--- config.mk ---
export PLATFORM = sky130hd
export DESIGN_NAME = supply_fault_supervisor
export DESIGN_NICKNAME = d
export VERILOG_FILES = /design/src/rtl/sup_pkg.sv /design/src/rtl/sup_ovld_timer.sv /design/src/rtl/sup_ovp_filter.sv /design/src/rtl/supply_fault_supervisor.sv
export SDC_FILE = /design/constraint.sdc
export NUM_CORES = 1
export LEC_CHECK = 0
export CAP_MARGIN = 20
export CELL_PAD_IN_SITES_DETAIL_PLACEMENT = 1
export CELL_PAD_IN_SITES_GLOBAL_PLACEMENT = 1
export CORE_MARGIN = 5
export CORE_UTILIZATION = 44
export DETAILED_ROUTE_END_ITERATION = 6
export DONT_BUFFER_PORTS = 1
export GPL_TIMING_DRIVEN = 0
export PLACE_DENSITY_LB_ADDON = 0.1
export SYNTH_ARGS = -nofsm -noshare
export SYNTH_HDL_FRONTEND = slang
export SYNTH_SLANG_ARGS = --single-unit
--- constraint.sdc ---
create_clock -name clk -period 2 [get_ports clk]
set_input_delay 0.3 -clock clk [delete_from_list [all_inputs] [get_ports clk]]
set_output_delay 0.3 -clock clk [all_outputs]
set_load 0.01 [all_outputs]
--- src/rtl/sup_pkg.sv ---
package sup_pkg;

    typedef enum logic [2:0] {
        ST_WAIT      = 3'd0,
        ST_RUN       = 3'd1,
        ST_HIC_FALL1 = 3'd2,
        ST_HIC_SKIP  = 3'd3,
        ST_HIC_FALL2 = 3'd4,
        ST_LATCH     = 3'd5
    } sup_state_e;

endpackage

--- src/rtl/sup_ovld_timer.sv ---
module sup_ovld_timer #(
    parameter int unsigned LIMIT = 500000
) (
    input  logic clk,
    input  logic rst_n,
    input  logic en_i,
    input  logic hit_i,
    output logic expire_o
);
    localparam int unsigned W = $clog2(LIMIT + 1);

    logic [W-1:0] cnt_d, cnt_q;

    always_comb begin
        expire_o = en_i && hit_i && (cnt_q == W'(LIMIT - 1));
        if (!en_i || !hit_i || expire_o) begin
            cnt_d = '0;
        end else begin
            cnt_d = cnt_q + 1'b1;
        end
    end

    always_ff @(posedge clk or negedge rst_n) begin
        if (!rst_n) cnt_q <= '0;
        else        cnt_q <= cnt_d;
    end
endmodule

--- src/rtl/sup_ovp_filter.sv ---
module sup_ovp_filter #(
    parameter int unsigned CYCLES = 4
) (
    input  logic clk,
    input  logic rst_n,
    input  logic en_i,
    input  logic tick_i,
    input  logic over_i,
    output logic fire_o
);
    localparam int unsigned W = $clog2(CYCLES + 1);

    logic [W-1:0] cnt_d, cnt_q;

    always_comb begin
        fire_o = en_i && tick_i && over_i && (cnt_q == W'(CYCLES - 1));
        cnt_d  = cnt_q;
        if (!en_i || fire_o) begin
            cnt_d = '0;
        end else if (tick_i) begin
            cnt_d = over_i ? cnt_q + 1'b1 : '0;
        end
    end

    always_ff @(posedge clk or negedge rst_n) begin
        if (!rst_n) cnt_q <= '0;
        else        cnt_q <= cnt_d;
    end
endmodule

--- src/rtl/supply_fault_supervisor.sv ---
module supply_fault_supervisor #(
    parameter int unsigned SS_TICKS   = 40000,
    parameter int unsigned OVLD_TICKS = 500000,
    parameter int unsigned OVP_CYCLES = 4
) (
    input  logic clk,
    input  logic rst_n,
    input  logic vcc_above_start_i,
    input  logic vcc_below_stop_i,
    input  logic vcc_over_i,
    input  logic peak_limit_i,
    input  logic sw_tick_i,
    input  logic latch_mode_i,
    output logic drive_en_o,
    output logic soft_start_o,
    output logic fault_latched_o
);
    import sup_pkg::*;

    localparam int unsigned SSW = $clog2(SS_TICKS + 1);

    typedef struct packed {
        sup_state_e     st;
        logic [SSW-1:0] ss;
    } sup_regs_t;

    sup_regs_t r_d, r_q;
    logic      ovld_expire;
    logic      ovp_fire;

    sup_ovld_timer #(.LIMIT(OVLD_TICKS)) u_ovld (
        .clk      (clk),
        .rst_n    (rst_n),
        .en_i     (r_q.st == ST_RUN),
        .hit_i    (peak_limit_i),
        .expire_o (ovld_expire)
    );

    sup_ovp_filter #(.CYCLES(OVP_CYCLES)) u_ovp (
        .clk    (clk),
        .rst_n  (rst_n),
        .en_i   (r_q.st != ST_LATCH),
        .tick_i (sw_tick_i),
        .over_i (vcc_over_i),
        .fire_o (ovp_fire)
    );

    always_comb begin
        r_d = r_q;
        if (r_q.st == ST_RUN && r_q.ss != '0) begin
            r_d.ss = r_q.ss - 1'b1;
        end
        unique case (r_q.st)
            ST_WAIT: begin
                if (ovp_fire) begin
                    r_d.st = ST_LATCH;
                end else if (vcc_above_start_i) begin
                    r_d.st = ST_RUN;
                    r_d.ss = SSW'(SS_TICKS);
                end
            end
            ST_RUN: begin
                if (ovp_fire) begin
                    r_d.st = ST_LATCH;
                end else if (vcc_below_stop_i) begin
                    r_d.st = ST_WAIT;
                end else if (ovld_expire) begin
                    r_d.st = latch_mode_i ? ST_LATCH : ST_HIC_FALL1;
                end
            end
            ST_HIC_FALL1: begin
                if (ovp_fire)              r_d.st = ST_LATCH;
                else if (vcc_below_stop_i) r_d.st = ST_HIC_SKIP;
            end
            ST_HIC_SKIP: begin
                if (ovp_fire)               r_d.st = ST_LATCH;
                else if (vcc_above_start_i) r_d.st = ST_HIC_FALL2;
            end
            ST_HIC_FALL2: begin
                if (ovp_fire)              r_d.st = ST_LATCH;
                else if (vcc_below_stop_i) r_d.st = ST_WAIT;
            end
            ST_LATCH: begin
                if (vcc_below_stop_i) r_d.st = ST_WAIT;
            end
            default: r_d.st = ST_WAIT;
        endcase
    end

    always_ff @(posedge clk or negedge rst_n) begin
        if (!rst_n) begin
            r_q.st <= ST_WAIT;
            r_q.ss <= '0;
        end else begin
            r_q <= r_d;
        end
    end

    assign drive_en_o      = (r_q.st == ST_RUN);
    assign soft_start_o    = (r_q.st == ST_RUN) && (r_q.ss != '0);
    assign fault_latched_o = (r_q.st == ST_LATCH);
endmodule

==> results of run 1 <==
layout make-up:
| type | instances | area (um^2) | share of cell area [%] |
|---|---|---|---|
| Multi-Input combinational cell | 192 | 1290 | 46.74 |
| Sequential cell | 41 | 1028 | 37.26 |
| Buffer | 4 | 23.77 | 0.8613 |
| Inverter | 11 | 41.29 | 1.496 |
| Timing Repair Buffer | 19 | 173.9 | 6.301 |
| Tap cell | 70 | 87.58 | 3.173 |
| Clock buffer | 5 | 68.82 | 2.493 |
| Clock inverter | 3 | 46.29 | 1.677 |
state kept, by name, summed over array words and instances (netlist names):
register and count:
u_ovld.cnt_q 19, r_q 19, u_ovp.cnt_q 3
repair_timing:
item,4_1_cts,5_1_grt
endpoints found under the setup margin,31,35
gates resized for setup,6,12
hold endpoints to repair,41,0
pin swaps,5,7
setup buffers,12,6
gates cloned,1,0
hold buffers,2,0
worst max-delay path, cell delays in order (launching register included):
cell     delay (ns)
dfrtp_1        0.39
or4_4          0.54
or4_4          0.56
o21ai_4        0.18
inv_2          0.07
power groups by stage:
stage | sequential (W) | clock [W] | combinational (W)
2_1_floorplan | 0.00108 | 0 | 0.000739
3_3_place_gp | 0.00111 | 0 | 0.000919
3_5_place_dp | 0.00112 | 0 | 0.000940
4_1_cts | 0.00110 | 0.000712 | 0.00105
5_1_grt | 0.00113 | 0.000752 | 0.00127
6_report | 0.00111 | 0.000687 | 0.00115
layer usage:
layer  vias up  global-route usage [%]  share of wire [%]
met5         -                       0                  0
li1        976                       -                  -
met4         0                   4.160               0.52
met3         4                   4.455                3.3
met1      1010                   23.67                 48
met2        22                   27.84                 48
logic make-up after synthesis:
kind of cell	share of synthesized area, %
AND/OR/NAND/NOR	29.08
flip-flops	43.43
adder cells (fa/ha/maj)	2.648
XOR/XNOR	4.449
buffers and inverters	3.125
AO/OA/AOI/OAI	15.52
multiplexers	1.748
stage by stage:
step	utilization [%]	instance area, um^2
final	53.36	2760
after global routing	53.36	2760
after CTS	52.52	2716
after detailed placement	47.44	2454
after global placement	47.44	2454
after floorplan	-	2366
worst paths after layout:
path,startpoint,to,slack (ns),cells past startpoint
worst max register to register,r_q[13],r_q[5],-0.26,7
max in group asynchronous,rst_n,r_q[18],1.27,2
worst min-delay path,peak_limit_i,u_ovld.cnt_q[4],0.16,1
min in group asynchronous,rst_n,u_ovld.cnt_q[1],0.50,2
worst min register to register,u_ovld.cnt_q[0],u_ovld.cnt_q[0],0.46,1
worst max-delay path,r_q[13],soft_start_o,-0.33,4
cell usage in the layout, fill, tap and decap left out, drive strengths merged, types with 2 or more instances in the layout:
cell and instances:
a21oi 14, and2 2, and3 3, and4 3
buf 20, clkbuf 7, dfrtp 41, ha 5
inv 11, mux2i 3, nand2 22, nand2b 7
nand3 15, nand3b 2, nand4 7, nor2 22
nor3 8, nor4 5, nor4b 2, o211ai 4
o21ai 9, o21ba 2, o31ai 8, or2 4
or3 5, or3b 2, or4 9, xnor2 6
xor2 6
==> reports/results.tsv, run 1 <==
metric	value	unit
status	finished, violations left	
violations	negative setup slack	
max-slew-margin-rel	58.32	%
grt_overflow	0	
p_int	0.001799	W
fmax	430.0	MHz
setup-violations-final	11	
startpoint_type	flop	
clock_path_buffers	2	
synth_fp_nets	264	
grt_pass1_wl	10070	um
min-delay-path-class	input port to flop	
fillers	601	
period_minus_slack	2.326	ns
powerDensity	1065	nW/um^2
initial_utilization	45.67	%
timing.hold.ws	0.1580	ns
coreArea	5172	um^2
yosysTopAreaCellShare	43.43	%
power_frac_comb	39.0	%
finalWorstSetupSlack	-0.3258	ns
synth_cells	251	
htree_levels	2	
syn_to_final_growth	16.84	%
vias	2012	
synth_seq_area_share	43.43	%
rsz0062_at_grt	yes	
ys_ff_latch	41	
io_buffer_count	0	
hold_viol_final	0	
grtUsageTotal	17.45	%
clock_sinks	41	
nNetsFinal	287	
viasPerCell	5.832	
synth_cell_type_count	52	
cts_tree	built	
grt_max_degree	42	
first_iter_violations	105	
max-vdd-ir-drop	0.0004495	V
dp_slack	-0.4264	ns
p_switching	0.001141	W
fp.dieH	83.27	um
dieArea	6934	um^2
fin_tns_setup	-1.505	ns
ios	11	
end_kind	primary output	
slew_violations	0	
period_share	116.3	%
globalplace.congestion	0.7654	
cts_buffers	5	
p_leak	1.086	nW
synth_top_flop_cell	dfrtp_1	
post-synth-top-count-cell	dfrtp_1	
finalPower	0.002940	W
dp_hpwl	3894	um
drv_cap	0	
p_sw_share	38.82	%
drive_gt1_share	20.00	%
num_rows	26	
pwr-share-clk	23.4	%
postSynth.asyncResetShare	100.0	%
grt_pass1_vias	2090	
path_max_fanout	2	
avgSynthCellArea	9.411	um^2
first_pass_iters	4	
synth_warnings	0	
required	1.70	ns
root_buffer	clkbuf_8	
drc_errors	0	
dp_cells	321	
cts.reportedPaths.clkPinSlew	0.09	ns
critical_path_class	flop to primary output	
postRouteAntennaNets	0	
antenna_cells	0	
fin_skew	0.008195	ns
wl_per_cell	17.28	um
antenna_found_initial	0	
synth-edff-count	0	
die_x	83.27	um
synth_area	2362	um^2
instances_no_fill	345	
clk_latency	0.30	ns
synth_common_cells	41 x dfrtp_1, 22 x nand2_1, 22 x nor2_1	
critPathArrivalTime	2.03	ns
synthTopCellsByArea	dfrtp_1 43%, nand2_1 3.5%, nor2_1 3.5%, nand3_1 3.2%, a21oi_1 3.0%	
synth_area_leader_cell	dfrtp_1	
drt_wl_total	5960	um
p_seq_share	37.6	%
tightest_slew	0.6165	ns
Power figures use the tool's default switching activity.
==> run 2, diff against run 1 <==
Settings changed: CAP_MARGIN 20 to 40, CORE_ASPECT_RATIO set to 0.6.
==> run 2 against run 1 <==
Net effect: the flow still finishes with violations (negative setup slack); global-route usage rose by 2.6 points; via count is 0.65% lower; sequential power is essentially flat; register-to-register slack better by 0.04 ns; total power increased by 4.0%; combinational power rose by 8%; non-clock buffer count rose by 2; maximum frequency is 0.19% lower; final area rose by 1.0%; clock power increased by 4.9%; clock skew up 0.0017 ns; worst setup slack lost 0.0044 ns; largest cell class unchanged.
==> reports/results.tsv, run 2 (synthesis results as in run 1) <==
metric	value	unit	change
cts.reportedPaths.clkPinSlew	0.08	ns	about the same
drive_gt1_share	20.58	%	+0.58 points
drc_errors	0		unchanged
fp.dieH	66.76	um	-20%
vias	1999		-0.65%
nNetsFinal	289		+0.70%
critPathArrivalTime	2.03	ns	about the same
globalplace.congestion	0.7975		+4.2%
first_pass_iters	4		unchanged
placed_area	2449	um^2	-0.20%
dp_cells	317		-1.2%
rsz0062_at_grt	yes		
period_minus_slack	2.330	ns	+0.004365 ns
grt_max_degree	42		unchanged
die_x	104.6	um	+26%
htree_levels	2		unchanged
fmax	429.2	MHz	-0.19%
syn_to_final_growth	18.06	%	
root_buffer	clkbuf_8		
ios	11		unchanged
end_kind	primary output		
mostFrequentLayoutCells	40 x dfrtp_1, 21 x nand2_1, 21 x nor2_1		
tightest_slew	0.7337	ns	+0.1173 ns
required	1.70	ns	about the same
instances_no_fill	343		-0.58%
cts_tree	built		
io_buffer_count	0		unchanged
coreArea	5130	um^2	-0.82%
antenna_found_initial	0		unchanged
grtUsageTotal	20.07	%	+2.6 points
clock_sinks	41		unchanged
finalPower	0.003059	W	+4.0%
hold_viol_final	0		unchanged
powerDensity	1097	nW/um^2	+2.9%
clock_path_buffers	2		unchanged
startpoint_type	flop		
p_leak	1.113	nW	+2.5%
slew_violations	0		unchanged
clk_latency	0.30	ns	about the same
fin_skew	0.009918	ns	+0.001723 ns
drv_cap	0		unchanged
critical_path_class	flop to primary output		
rrSetupSlack	-0.22	ns	+0.04 ns
min-delay-path-class	input port to flop		
max-vdd-ir-drop	0.0006287	V	+40%
first_iter_violations	111		+5.7%
grt_pass1_vias	2021		-3.3%
cts_buffers	5		unchanged
dp_hpwl	4066	um	+4.4%
status	finished, violations left		
antenna_cells	0		unchanged
reg.largest.list	r_q: 19 flops, u_ovld.cnt_q: 19 flops, u_ovp.cnt_q: 3 flops		
grt_pass1_wl	10890	um	+8.1%
dieArea	6982	um^2	+0.70%
violations	negative setup slack		
initial_utilization	46.05	%	+0.38 points
grt_overflow	0		unchanged
fillers	585		-2.7%
path_max_fanout	2		unchanged
final_area	2789	um^2	+1.0%
max-slew-margin-rel	50.40	%	-7.9 points
num_rows	20		-23%
period_share	116.5	%	+0.22 points
postRouteAntennaNets	0		unchanged
drt_wl_total	6399	um	+7.4%
layout_commonest_cell	dfrtp_1		
viasPerCell	5.828		about the same
finalWorstSetupSlack	-0.3302	ns	-0.004365 ns
wl_per_cell	18.66	um	+8.0%
setup-violations-final	14		+3
-- run 2: layout make-up --
type | instances | area (um^2) | area share (%)
inverters | 11 | 41.29 | 1.480
multi-input cells | 192 | 1301 | 46.66
plain buffers | 4 | 27.53 | 0.9870
clock buffers | 6 | 82.58 | 2.961
well taps | 66 | 82.58 | 2.961
repair buffers | 21 | 188.9 | 6.774
flip-flops and latches | 41 | 1027 | 36.83
clock inverters | 2 | 37.54 | 1.346
-- run 2: what timing repair did --
item                                    CTS  global route
hold endpoints to repair                 41             0
pin swaps                                 6             3
cloned                                    1             0
gates resized for setup                   5            11
endpoints found under the setup margin   30            35
setup buffers                            12             6
hold buffers                              2             0
-- run 2: critical path, cell delays in order, from the launching register on --
cell,delay (ns)
dfrtp_2,0.41
or4_4,0.55
or4_4,0.55
o21ai_4,0.15
inv_2,0.07
-- run 2: routing by layer --
metal  global-route usage [%]  wire [um]  vias to the layer above
li1                         -          -                      975
met1                    30.41       3389                      991
met2                    28.15       2667                       28
met3                    4.356        279                        5
met4                    6.220         62                        0
met5                        0          0                        -
-- run 2: worst paths after layout --
kind,from,end,cells past startpoint
setup reg to reg,r_q[3],r_q[13],4
hold / removal,vcc_over_i,u_ovp.cnt_q[1],2
max in group asynchronous,rst_n,r_q[7],2
min in group asynchronous,rst_n,r_q[9],2
setup / recovery,r_q[7],soft_start_o,4
hold reg to reg,u_ovld.cnt_q[0],u_ovld.cnt_q[0],1
-- run 2: per-stage QoR --
stage | hold slack [ns] | setup WS [ns] | setup TNS, ns | util, %
5_1_grt | 0.1308 | -0.3838 | -2.760 | 54.37
2_1_floorplan | 0.004409 | -0.02059 | -0.02059 | -
3_3_place_gp | 0.005183 | -0.4488 | -5.796 | 47.73
4_1_cts | 0.1370 | -0.3485 | -1.003 | 52.98
6_report | 0.1523 | -0.3302 | -1.629 | 54.37
3_5_place_dp | 0.005112 | -0.4699 | -6.338 | 47.73
-- run 2: report_power, final --
group	switching (W)	leakage [nW]	internal, W	total, W
combinational	0.000727	0.523	0.000509	0.00124
clock	0.000315	0.0574	0.000406	0.000721
sequential	0.000145	0.533	0.000956	0.00110
==> run 3, diff against run 2 <==
Settings changed: SYNTH_HIERARCHICAL set to 1.
==> run 3 against run 2 <==
Net effect: core utilization is 1.6 points higher; first-iteration DRC count fell by 41%; highest routed layer unchanged; count of clock-buffer cells in the layout did not move; die area increased by 1.9%; register-to-register slack improved by 0.14 ns; synthesized cell count grew 2.4%; the flow still finishes with violations (negative setup slack); critical path type is now flop to flop; combinational power decreased by 16%; largest power group is now sequential cells; critical endpoint is now r_q[16].
==> reports/results.tsv, run 3 <==
metric	value	unit	change
required	2.23	ns	+0.53 ns
critPathCapture	r_q[16]		
first_iter_violations	66		-41%
cts_buffers	5		unchanged
synth_common_cells	41 x dfrtp_1, 25 x nor2_1, 20 x nand2_1		
multi_input_area	1456	um^2	+12%
wl_per_cell	18.01	um	-3.5%
grt_pass1_vias	1954		-3.3%
ys_ff_latch	41		unchanged
grtUsageTotal	18.10	%	-2.0 points
die_x	105.6	um	+0.95%
fmax	480.5	MHz	+12%
rr_worst_depth	7		+3
antenna_cells	0		unchanged
antenna_found_initial	0		unchanged
startpoint_type	flop		
r2r-start	u_ovld/cnt_q[11]		
synth_seq_area_share	42.53	%	-0.90 points
drt_wl_total	6212	um	-2.9%
placed_area	2506	um^2	+2.4%
synth-edff-count	0		unchanged
io_buffer_count	0		unchanged
clock_sinks	41		unchanged
clk_latency	0.30	ns	about the same
rsz0062_at_grt	yes		
period_minus_slack	2.081	ns	-0.2489 ns
postSynth.asyncResetShare	100.0	%	unchanged
root_buffer	clkbuf_8		
synth_area	2412	um^2	+2.1%
status	finished, violations left		
fillers	591		+1.0%
end_kind	flop		
globalplace.congestion	0.8276		+3.8%
avgSynthCellArea	9.386	um^2	-0.27%
synth_top_flop_cell	dfrtp_1		
period_share	104.1	%	-12 points
violations	negative setup slack		
min-delay-path-class	input port to flop		
p_leak	1.102	nW	-1.0%
cts.reportedPaths.clkPinSlew	0.08	ns	about the same
timing.hold.ws	0.1537	ns	+0.001378 ns
tightest_slew	0.4442	ns	-0.2895 ns
drc_errors	0		unchanged
rrSetupSlack	-0.08	ns	+0.14 ns
first_pass_iters	4		unchanged
num_rows	20		unchanged
drv_cap	0		unchanged
htree_levels	2		unchanged
synth_fp_nets	270		+2.3%
final_area	2900	um^2	+4.0%
vias	2030		+1.6%
cts_tree	built		
synth_area_leader_cell	dfrtp_1		
finalWorstSetupSlack	-0.08126	ns	+0.2489 ns
ios	11		unchanged
critPathArrivalTime	2.31	ns	+0.28 ns
setup-violations-final	2		-12
nNetsFinal	291		+0.69%
mostFrequentLayoutCells	36 x dfrtp_1, 22 x nor2_1, 17 x nand2_1		
max-vdd-ir-drop	0.0004655	V	-26%
yosysTopAreaCellShare	42.53	%	-0.90 points
slew_violations	0		unchanged
synth_cells	257		+2.4%
synth_cell_type_count	53		+1.9%
timing.rr.end	r_q[16]		
register_area	1032	um^2	+0.49%
synth_warnings	6		+6
reg.largest.list	r_q: 19 flops, u_ovld/cnt_q: 19 flops, u_ovp/cnt_q: 3 flops		
startpoint	u_ovld/cnt_q[11]		
powerDensity	924.6	nW/um^2	-16%
postRouteAntennaNets	0		unchanged
grt_max_degree	42		unchanged
dp_slack	-0.5378	ns	-0.06794 ns
dp_hpwl	4166	um	+2.5%
hold_viol_final	0		unchanged
dieArea	7112	um^2	+1.9%
path_max_fanout	6		+4
post-route-util	55.99	%	+1.6 points
critical_path_class	flop to flop		
fin_tns_setup	-0.1256	ns	+1.503 ns
max-slew-margin-rel	70.26	%	+20 points
coreArea	5180	um^2	+0.98%
clock_path_buffers	2		unchanged
fp.dieH	67.36	um	+0.90%
drive_gt1_share	24.73	%	+4.2 points
synthTopCellsByArea	dfrtp_1 43%, nor2_1 3.9%, nand2_1 3.1%, xnor2_1 2.9%, ha_1 2.6%		
fin_skew	0.009168	ns	-0.0007498 ns
post-synth-top-count-cell	dfrtp_1		
grt_pass1_wl	10070	um	-7.5%
syn_to_final_growth	20.23	%	
grt_overflow	0		unchanged
viasPerCell	5.884		+0.96%
layout_commonest_cell	dfrtp_1		
initial_utilization	46.57	%	+0.52 points
## run 3: critical path, stage by stage (launching register included)
cell and delay (ns):
dfrtp_2 0.46, nor4_2 0.30, nand3b_1 0.18, nor4_4 0.42, nor3b_2 0.08, o211ai_1 0.26
nand3_1 0.17, o22ai_1 0.14
## run 3: cell type report
| type | count | area share (%) |
|---|---|---|
| multi-input combinational | 197 | 50.22 |
| sequential | 41 | 35.59 |
| timing repair buffer | 15 | 5.091 |
| tap | 66 | 2.847 |
| clock buffer | 6 | 2.502 |
| inverter | 12 | 1.682 |
| buffer | 5 | 1.553 |
| clock inverter | 2 | 0.3451 |
| timing repair inverter | 1 | 0.1726 |
## run 3: timing repair
| action | in CTS | in global routing |
|---|---|---|
| hold buffers | 2 | 0 |
| gates resized for setup | 20 | 25 |
| pin swaps | 3 | 13 |
| endpoints found under the setup margin | 39 | 14 |
| endpoints found under the hold margin | 41 | 0 |
| buffers inserted | 2 | 11 |
| cloned | 1 | 0 |
## run 3: per-stage QoR
stage / power, W / instances
2_1_floorplan: 0.001672 / 257
3_3_place_gp: 0.001853 / 323
3_5_place_dp: 0.001879 / 323
4_1_cts: 0.002525 / 334
5_1_grt: 0.002862 / 345
6_report: 0.002682 / 345
## run 3: routing by layer
metal | up-vias | track usage (%) | part of all wire, %
li1 | 988 | - | -
met1 | 1013 | 27.50 | 54
met2 | 23 | 26.03 | 43
met3 | 6 | 3.916 | 2.8
met4 | 0 | 4.362 | 0.85
met5 | - | 0 | 0
## run 3: worst min path at each step
stage / from / to / slack, ns / cells past startpoint
after floorplan: rst_n / r_q[0] / 0.004 / 0
after global placement: rst_n / u_ovld/cnt_q[8] / 0.005 / 0
after detailed placement: rst_n / u_ovld/cnt_q[8] / 0.006 / 0
after CTS: sw_tick_i / u_ovp/cnt_q[1] / 0.15 / 2
after global routing: sw_tick_i / u_ovp/cnt_q[1] / 0.17 / 2
final: sw_tick_i / u_ovp/cnt_q[1] / 0.15 / 2
## run 3: logic make-up (layout without fill, tap and decap cells)
| group | after synthesis | count (layout) | synth area share, % |
|---|---|---|---|
| AOI/OAI and AO/OA | 51 | 51 | 13.85 |
| xor gates and xnor gates | 13 | 13 | 4.720 |
| adders and majority gates | 5 | 5 | 2.593 |
| buffers and inverters | 19 | 41 | 3.164 |
| DFF | 41 | 41 | 42.53 |
| muxes | 3 | 3 | 1.245 |
| and+or+nand+nor | 125 | 125 | 31.90 |
## run 3: power by group
group | internal, W | switching [W] | leakage (nW)
clock | 0.000242 | 0.000298 | 0.0450
sequential | 0.000943 | 0.000159 | 0.530
combinational | 0.000472 | 0.000567 | 0.527
total | 0.00166 | 0.00102 | 1.10
